**src/rtl/cgms_wss_serializer.sv**
```systemverilog
module cgms_wss_serializer #(
  parameter int LINE_W         = 10,
  parameter int CGMS_BIT_CYC   = 8,
  parameter int WSS_ELEM_CYC   = 2,
  parameter int START_DLY      = 12,
  parameter int CGMS_LINE_ODD  = 20,
  parameter int CGMS_LINE_EVEN = 283,
  parameter int WSS_LINE       = 23
) (
  input  logic              clk,
  input  logic              rst_n,
  input  logic              std_pal,
  input  logic              line_start,
  input  logic [LINE_W-1:0] line_num,
  input  logic              field_even,
  input  logic [19:0]       cgms_word,
  input  logic              crc_auto,
  input  logic              en_odd,
  input  logic              en_even,
  input  logic [13:0]       wss_word,
  input  logic              wss_en,
  output logic              bit_out,
  output logic              bit_valid
);
  localparam int RUN_N      = 29;
  localparam int START_N    = 24;
  localparam int HDR_N      = RUN_N + START_N;
  localparam int WSS_ELEMS  = HDR_N + 14 * 6;
  localparam int CGMS_ELEMS = 21;
  localparam int IDX_W      = $clog2(WSS_ELEMS);
  localparam int MAXC       = (CGMS_BIT_CYC > WSS_ELEM_CYC) ? CGMS_BIT_CYC : WSS_ELEM_CYC;
  localparam int SUB_W      = $clog2(MAXC + 1);
  localparam int LEAD_W     = $clog2(START_DLY + 1);
  localparam logic [RUN_N-1:0]   RUNIN = 29'b11111_000111_000111_000111_000111;
  localparam logic [START_N-1:0] SCODE = 24'b000_1111_000_1111_00000_11111;

  typedef enum logic [1:0] {S_IDLE, S_LEAD, S_SEND} st_t;

  st_t               state;
  logic              pal_q;
  logic [19:0]       cg_q;
  logic [13:0]       ws_q;
  logic [LEAD_W-1:0] lead_cnt;
  logic [SUB_W-1:0]  sub_cnt;
  logic [IDX_W-1:0]  idx;

  function automatic logic [5:0] crc6(input logic [13:0] d);
    logic [5:0] c;
    logic       f;
    c = 6'h3F;
    for (int i = 0; i < 14; i++) begin
      f = d[i] ^ c[5];
      c = {c[4:0], 1'b0} ^ {4'b0000, f, f};
    end
    return c;
  endfunction

  wire hit_ntsc = (!field_even && en_odd  && line_num == LINE_W'(CGMS_LINE_ODD)) ||
                  ( field_even && en_even && line_num == LINE_W'(CGMS_LINE_EVEN));
  wire hit_pal  = wss_en && line_num == LINE_W'(WSS_LINE);
  wire go       = line_start && state == S_IDLE && (std_pal ? hit_pal : hit_ntsc);

  wire [SUB_W-1:0] elem_last = pal_q ? SUB_W'(WSS_ELEM_CYC - 1) : SUB_W'(CGMS_BIT_CYC - 1);
  wire [IDX_W-1:0] idx_last  = pal_q ? IDX_W'(WSS_ELEMS - 1) : IDX_W'(CGMS_ELEMS - 1);
  wire             elem_end  = sub_cnt == elem_last;

  wire [IDX_W-1:0] rel   = idx - IDX_W'(HDR_N);
  wire [IDX_W-1:0] dbit  = rel / IDX_W'(6);
  wire [IDX_W-1:0] dpos  = rel - dbit * IDX_W'(6);
  wire             dval  = ws_q[dbit[3:0]];
  wire             w_el  = (idx < IDX_W'(RUN_N)) ? RUNIN[IDX_W'(RUN_N - 1) - idx] :
                           (idx < IDX_W'(HDR_N)) ? SCODE[IDX_W'(HDR_N - 1) - idx] :
                           (dval ? (dpos < IDX_W'(3)) : (dpos >= IDX_W'(3)));
  wire             c_el  = (idx == '0) ? 1'b1 : cg_q[5'(idx - IDX_W'(1))];

  assign bit_valid = state == S_SEND;
  assign bit_out   = bit_valid && (pal_q ? w_el : c_el);

  always_ff @(posedge clk or negedge rst_n) begin
    if (!rst_n) begin
      state    <= S_IDLE;
      pal_q    <= 1'b0;
      cg_q     <= '0;
      ws_q     <= '0;
      lead_cnt <= '0;
      sub_cnt  <= '0;
      idx      <= '0;
    end else begin
      case (state)
        S_IDLE: if (go) begin
          state    <= S_LEAD;
          pal_q    <= std_pal;
          cg_q     <= crc_auto ? {crc6(cgms_word[13:0]), cgms_word[13:0]} : cgms_word;
          ws_q     <= wss_word;
          lead_cnt <= '0;
        end
        S_LEAD: begin
          lead_cnt <= lead_cnt + 1'b1;
          if (lead_cnt == LEAD_W'(START_DLY - 1)) begin
            state   <= S_SEND;
            sub_cnt <= '0;
            idx     <= '0;
          end
        end
        S_SEND: begin
          if (elem_end) begin
            sub_cnt <= '0;
            if (idx == idx_last) state <= S_IDLE;
            else                 idx   <= idx + 1'b1;
          end else begin
            sub_cnt <= sub_cnt + 1'b1;
          end
        end
        default: state <= S_IDLE;
      endcase
    end
  end

  p_line_r2: assert property (@(posedge clk) disable iff (!rst_n)
    (state == S_LEAD && $past(state) == S_IDLE) |->
      ($past(std_pal) ? $past(line_num) == LINE_W'(WSS_LINE)
                      : ($past(line_num) == LINE_W'(CGMS_LINE_ODD) ||
                         $past(line_num) == LINE_W'(CGMS_LINE_EVEN))));

  p_field_gate_r4: assert property (@(posedge clk) disable iff (!rst_n)
    (state == S_LEAD && $past(state) == S_IDLE && !$past(std_pal)) |->
      ($past(field_even) ? $past(en_even) : $past(en_odd)));

  p_wss_gate_r9: assert property (@(posedge clk) disable iff (!rst_n)
    (state == S_LEAD && $past(state) == S_IDLE && $past(std_pal)) |-> $past(wss_en));

  p_ref_first_r3: assert property (@(posedge clk) disable iff (!rst_n)
    ($rose(bit_valid) && !pal_q) |-> bit_out);

  p_runin_first_r7: assert property (@(posedge clk) disable iff (!rst_n)
    ($rose(bit_valid) && pal_q) |-> bit_out);

  p_hold_r8: assert property (@(posedge clk) disable iff (!rst_n)
    (state != S_IDLE && $past(state) != S_IDLE) |-> ($stable(cg_q) && $stable(ws_q) && $stable(pal_q)));

  p_quiet_r11: assert property (@(posedge clk) disable iff (!rst_n)
    !bit_valid |-> !bit_out);
endmodule

```
**config.mk**
```make
export PLATFORM = sky130hd
export DESIGN_NAME = cgms_wss_serializer
export DESIGN_NICKNAME = d
export VERILOG_FILES = /design/src/rtl/cgms_wss_serializer.sv
export SDC_FILE = /design/constraint.sdc
export NUM_CORES = 1
export LEC_CHECK = 0
export BUFFER_PORTS_ARGS = -buffer_cell sky130_fd_sc_hd__buf_4
export CAP_MARGIN = 5
export CORE_ASPECT_RATIO = 1.2
export CORE_UTILIZATION = 45
export DETAILED_ROUTE_END_ITERATION = 8
export PLACE_DENSITY = 0.67
export SLEW_MARGIN = 20
export SYNTH_ARGS = -nofsm -noshare
export SYNTH_HDL_FRONTEND = slang
export SYNTH_SLANG_ARGS = --single-unit
export TNS_END_PERCENT = 5
```
**constraint.sdc**
```tcl
create_clock -name clk -period 9.6 [get_ports clk]
set_input_delay 1.92 -clock clk [delete_from_list [all_inputs] [get_ports clk]]
set_output_delay 1.92 -clock clk [all_outputs]
set_load 0.005 [all_outputs]
```
### Word level (Yosys, flattened, before mapping)

Memories as Yosys holds them, arrays and structs flattened.
Cells that the tools add are included.

| operators by class | value |
|---|---|
| add/sub/neg operators | 8 |
| multiply operators | 1 |
| divide/modulo/power cells | 1 |
| order comparisons | 8 |
| equal/unequal tests | 13 |
| mux-type cells | 29 |
| bitwise logic cells | 28 |
| reduce and logical (&&, ||, !) cells | 19 |

Operators with widths:

| operator | count |
|---|---|
| bitwise XOR 6 x 2 -> 6 bit | 13 |
| 2-to-1 mux 8 bit | 4 |
| < comparator 8 x 6 -> 1 bit (second input constant) | 3 |
| equality test 10 x 5 -> 1 bit (second input constant) | 2 |
| 2-to-1 mux 20 bit | 1 |
| one-hot mux 4 bit (2 select lines) | 2 |
| one-hot mux 8 bit (2 select lines) | 1 |
| bitwise XOR 1 bit | 13 |
| 2-to-1 mux 4 bit | 3 |
| equality test 10 x 9 -> 1 bit (second input constant) | 1 |
| 2-to-1 mux 1 bit | 10 |
| adder 4 x 1 -> 4 bit (second input constant) | 2 |
| adder 8 x 1 -> 8 bit (second input constant) | 1 |
| divider 8 x 3 -> 8 bit (second input constant) | 1 |
| equality test 8 bit | 1 |
| >= comparator 8 x 2 -> 1 bit (second input constant) | 1 |
| logical AND 1 bit | 8 |
| zero test 8 bit | 1 |
| < comparator 8 x 2 -> 1 bit (second input constant) | 1 |
| < comparator 8 x 5 -> 1 bit (second input constant) | 1 |
| multiplier 8 x 2 -> 7 bit (second input constant) | 1 |
| 2-to-1 mux 2 bit | 4 |
| AND reduction 4 bit | 2 |
| subtractor 5 x 8 -> 8 bit (first input constant) | 1 |
| 23 further kinds | 29 |

| word-level totals | value |
|---|---|
| flip-flop bits (word level) | 53 |
| memory bits (read-only) | 64 |
| input port bits | 53 |
| output and inout port bits | 2 |
| word-level logic and storage cells | 116 |
| memories kept | 2 |

Memory list:

| name | words | bits a word | rd ports | clocked after memory_dff | write ports | RTL line | source |
|---|---|---|---|---|---|---|---|
| (no name shown) | 32 | 1 | 1 | 0 | 0 | 72 | `(idx < IDX_W'(HDR_N)) ? SCODE[IDX_W'(HDR_N - 1) - idx] :` |
| (no name shown) | 32 | 1 | 1 | 0 | 0 | 71 | `wire w_el = (idx < IDX_W'(RUN_N)) ? RUNIN[IDX_W'(RUN_N - 1) - idx] :` |

### Logic depth before layout (Yosys ltp)

| depth | value |
|---|---|
| depth after elaboration | 29 |
| mapped depth | 26 |
| gate-level depth less buffers | 23 |

### Worst setup path before layout

No wires, ideal clock.

| path | value |
|---|---|
| path kind | flip-flop to output port |
| start | register idx[0] |
| end | output bit_out |
| arrival | 5673 ps |
| path slack | 2007 ps |
| cell stages (with the launch flop) | 24 |
| path buffers | 2 |
| cells stage by stage | dfrtp_1 > clkbuf_1 > inv_1 > ha_1 > buf_2 > nor2b_1 > a31oi_4 > o21ai_4 > o211ai_1 > a21oi_1 > o221a_1 > nor4_4 > ha_1 > inv_1 > fa_1 > maj3_1 > a21oi_1 > o21bai_1 > a21oi_1 > xnor2_1 > or4_1 > a31o_1 > a31oi_1 > a31oi_1 |

| on the way | value |
|---|---|
| word-level cells in the longest chain between the ends | 10 |

RTL lines:

| what | RTL line | source |
|---|---|---|
| start, declared | 45 | `logic [IDX_W-1:0] idx;` |
| start signal, assigned | 109 | `else idx <= idx + 1'b1;` |
| subtractor 8 x 6 -> 8 bit | 67 | `wire [IDX_W-1:0] rel = idx - IDX_W'(HDR_N);` |
| divider 8 x 3 -> 8 bit | 68 | `wire [IDX_W-1:0] dbit = rel / IDX_W'(6);` |
| multiplier 8 x 2 -> 7 bit | 69 | `wire [IDX_W-1:0] dpos = rel - dbit * IDX_W'(6);` |
| subtractor 8 bit | 69 |  |
| >= comparator 8 x 2 -> 1 bit / < comparator 8 x 2 -> 1 bit (equally long branches) | 73 | `(dval ? (dpos < IDX_W'(3)) : (dpos >= IDX_W'(3)));` |
| 2-to-1 mux 1 bit | 73 |  |
| 2-to-1 mux 1 bit | 72 |  |
| 2-to-1 mux 1 bit | 71 |  |
| 2-to-1 mux 1 bit * | 77 | `assign bit_out = bit_valid && (pal_q ? w_el : c_el);` |
| logical AND 1 bit * | 77 |  |
| end, declared | 22 | `output logic bit_out,` |

Mark *: on every way between the ends. The rest lies on a longest branch, timed or not. The select of a mux whose other input is x is not followed.

### Worst setup path after layout

Ends and elaborated chain as after synthesis.

==> flow_summary.toml <==
[worst_setup_path]
r2r-end = "idx[5]"
crit_chain = "inv_1 -> ha_1 -> and2b_1 -> o21ai_0 -> o221ai_2 -> o21a_4 -> nor3_2 -> o221a_1 -> nor4_4 -> ha_1 -> inv_1 -> fa_1 -> maj3_1 -> a21oi_1 -> o21bai_1 -> a21oi_1 -> xnor2_1 -> or4_1 -> a31o_1 -> a31oi_1 -> a31oi_1 -> buf_4"
path_buf_inv = 3
slowest_stage = "dfrtp_1"
critPathCapture = "bit_out"
ff2ff_setup_slack_ps = 6860
worstSetupPathType = "reg2out"
path_depth = 22
crit_start = "idx[0]"
crit_family = "compound AO/OA/AOI/OAI gates"
cp_data_required_time_ps = 7680
critPathMaxFanout = 20
r2r-start = "idx[0]"
cpPeakStageDelay_ps = 890
cp.arrival_ps = 6870
rr_worst_depth = 8
cp-start-kind = "flip-flop"
end_kind = "primary output"

[final_layout]
diodes = 0
nets = 606
syn2layout_area_growth_pct = 13.4
layout_commonest_cell = "buf_4"
layout-drive-gt1-share_pct = 23.3
mostFrequentLayoutCells = "buf_4, dfrtp_1, xnor2_1, nor2_1, mux2_2"
post-route-util_pct = 53.5
fillCellCount = 874

[yosys]
synth.top_cell.area_share_pct = 29.0
yosysSeqAreaShare_pct = 29.0
synth_fp_nets = 570
synth_area_leaders = "dfrtp_1, mux2_2, xnor2_1"
synthCells = 496
async_reset_ff_share_pct = 100
syn_avg_cell_area_um2 = 9.23
synth_ff_type = "dfrtp_1"
ys_types = 78
synth_edf_count = 0
yosys.area.top_type = "dfrtp_1"
ys_ff_latch = 53
synthesis.area_mm2 = 0.00458
yosysWarnings = 0

[detailed_routing]
dr.pass1.iters = 5
wire_per_inst_um = 16.3
wirelength_um = 10700
antenna_left = 0
drt-initial-drc-count = 353
drt-vias-per-instance = 5.92
drc = 0
num_vias = 3883

[sta]
hold_viol = 0
rsz0062_at_grt = "false"
setup_viol = 0
worst_pin_slew_ps = 837
period_needed_ps = 8790
fmax_ghz = 0.114
tns_ps = 0
relSlewSlack_pct = 44.2
slew_violations = 0
finClkSkew_ps = 5.65
timing.final.crit_share_pct = 91.6

[clock_tree]
clk_path_buf_depth = 2
cts_buffers = 5
clkLatencyLatePin_ps = 300
path_clk_slew_ps = 70
numClockSinks = 53
cts_setup_buffers = 0
cts_tree = "built"
cts_hold_buf = 0
htree_levels = 2
cts-resized-gates = 0
root_buffer = "clkbuf_16"

[pwr]
ir_drop_uv = 102
power.density_mw_per_mm2 = 220
p_leak_nw = 2.26

[worst_hold_path]
hold_path_class = "reg2reg"

[grt]
grt_pass1_vias = 3948
grt_pass1_wl_um = 18200
grt_usage_pct = 21.7
grt_remaining_overflow = 0
grt_max_degree = 54
antenna_found_initial = 0

[job]
max-cap-violations = 0

[status]
status = "finished clean"

[floorplan]
core-area_mm2 = 0.00971
start_util_pct = 47.1
fp.dieW_um = 94.1
placementRows = 39
die-area_mm2 = 0.0106
die_h_um = 112
ioPinCount = 55

[place]
numPortBuffers = 54
finalWeightedCongestion = 0.901
dp_hpwl_um = 8120
[logic make-up after synthesis]
family,count (synthesis),share of synthesized area (%)
AND/OR/NAND/NOR,140,16.0
XOR/XNOR,50,10.1
AO/OA/AOI/OAI,132,20.9
flip-flops,53,29.0
adder cells (fa/ha/maj),23,6.51
buffers and inverters,53,5.00
multiplexers,45,12.4
[through the flow]
step	instance area, um2	cells	setup WS [ps]	power [mW]	hold WS (ps)
after detailed placement	5020	648	1090	0.920	468
after floorplan	4580	496	2010	0.784	445
after CTS	5190	656	766	1.14	485
after global routing	5190	656	240	1.23	508
after global placement	5020	648	1300	0.919	462
final	5190	656	806	1.14	480
[power by group]
| part | internal [mW] | switching [mW] | leakage, nW |
|---|---|---|---|
| Combinational | 0.303 | 0.374 | 1.46 |
| Clock | 0.125 | 0.0904 | 0.0848 |
| Sequential | 0.227 | 0.0218 | 0.715 |
| Total | 0.654 | 0.486 | 2.26 |
[cell usage after synthesis (5+ instances only)]
cell type and number:
dfrtp_1 53, nand2b_1 9, buf_2 12, clkbuf_1 11, a21oi_1 20, nor2_1 36, xor2_1 11, nand4_1 6
mux2i_1 5, nand2_1 32, nand3_1 18, ha_1 19, o311ai_0 6, xnor2_1 37, mux4_2 6, inv_1 25
nor3_1 6, mux2_2 34, o21ai_0 30, o211ai_1 15
[layer usage]
metal  track usage, %  part of all wire (%)
met4             7.08                   1.8
met1             27.6                    45
met5                0                     0
met2             37.2                    50
met3             3.25                   3.6
[state kept, by name, indices dropped and copies added, names as in the netlist]
register and flops:
cg_q 20, idx 8, lead_cnt 4, pal_q 1, state 2, sub_cnt 4
ws_q 14
[worst min-delay path by stage]
stage	cells past startpoint	slack (ps)	endpoint	start
2_1_floorplan	2	450	cg_q[18]	cg_q[18]
3_3_place_gp	2	460	cg_q[18]	cg_q[18]
3_5_place_dp	2	470	cg_q[18]	cg_q[18]
4_1_cts	2	490	cg_q[18]	cg_q[18]
5_1_grt	2	510	cg_q[18]	cg_q[18]
6_report	2	480	cg_q[18]	cg_q[18]
[worst reg2reg max path, cell delays in order (launching register included)]
cell and delay [ps]:
dfrtp_1 890, inv_1 250, ha_1 350, nand3_1 100, a21oi_1 100, nor4_1 480, nor2b_1 250, xnor2_1 130
nor2_1 50
[cell type report]
type	count	area (um2)	area share [%]
inverter	26	97.6	1.88
clock inverter	3	47.5	0.916
tap	123	154	2.96
timing repair buffer	56	420	8.10
multi-input combinational	390	3020	58.2
sequential	53	1330	25.5
clock buffer	5	125	2.41
Power figures use the tool's default switching activity.
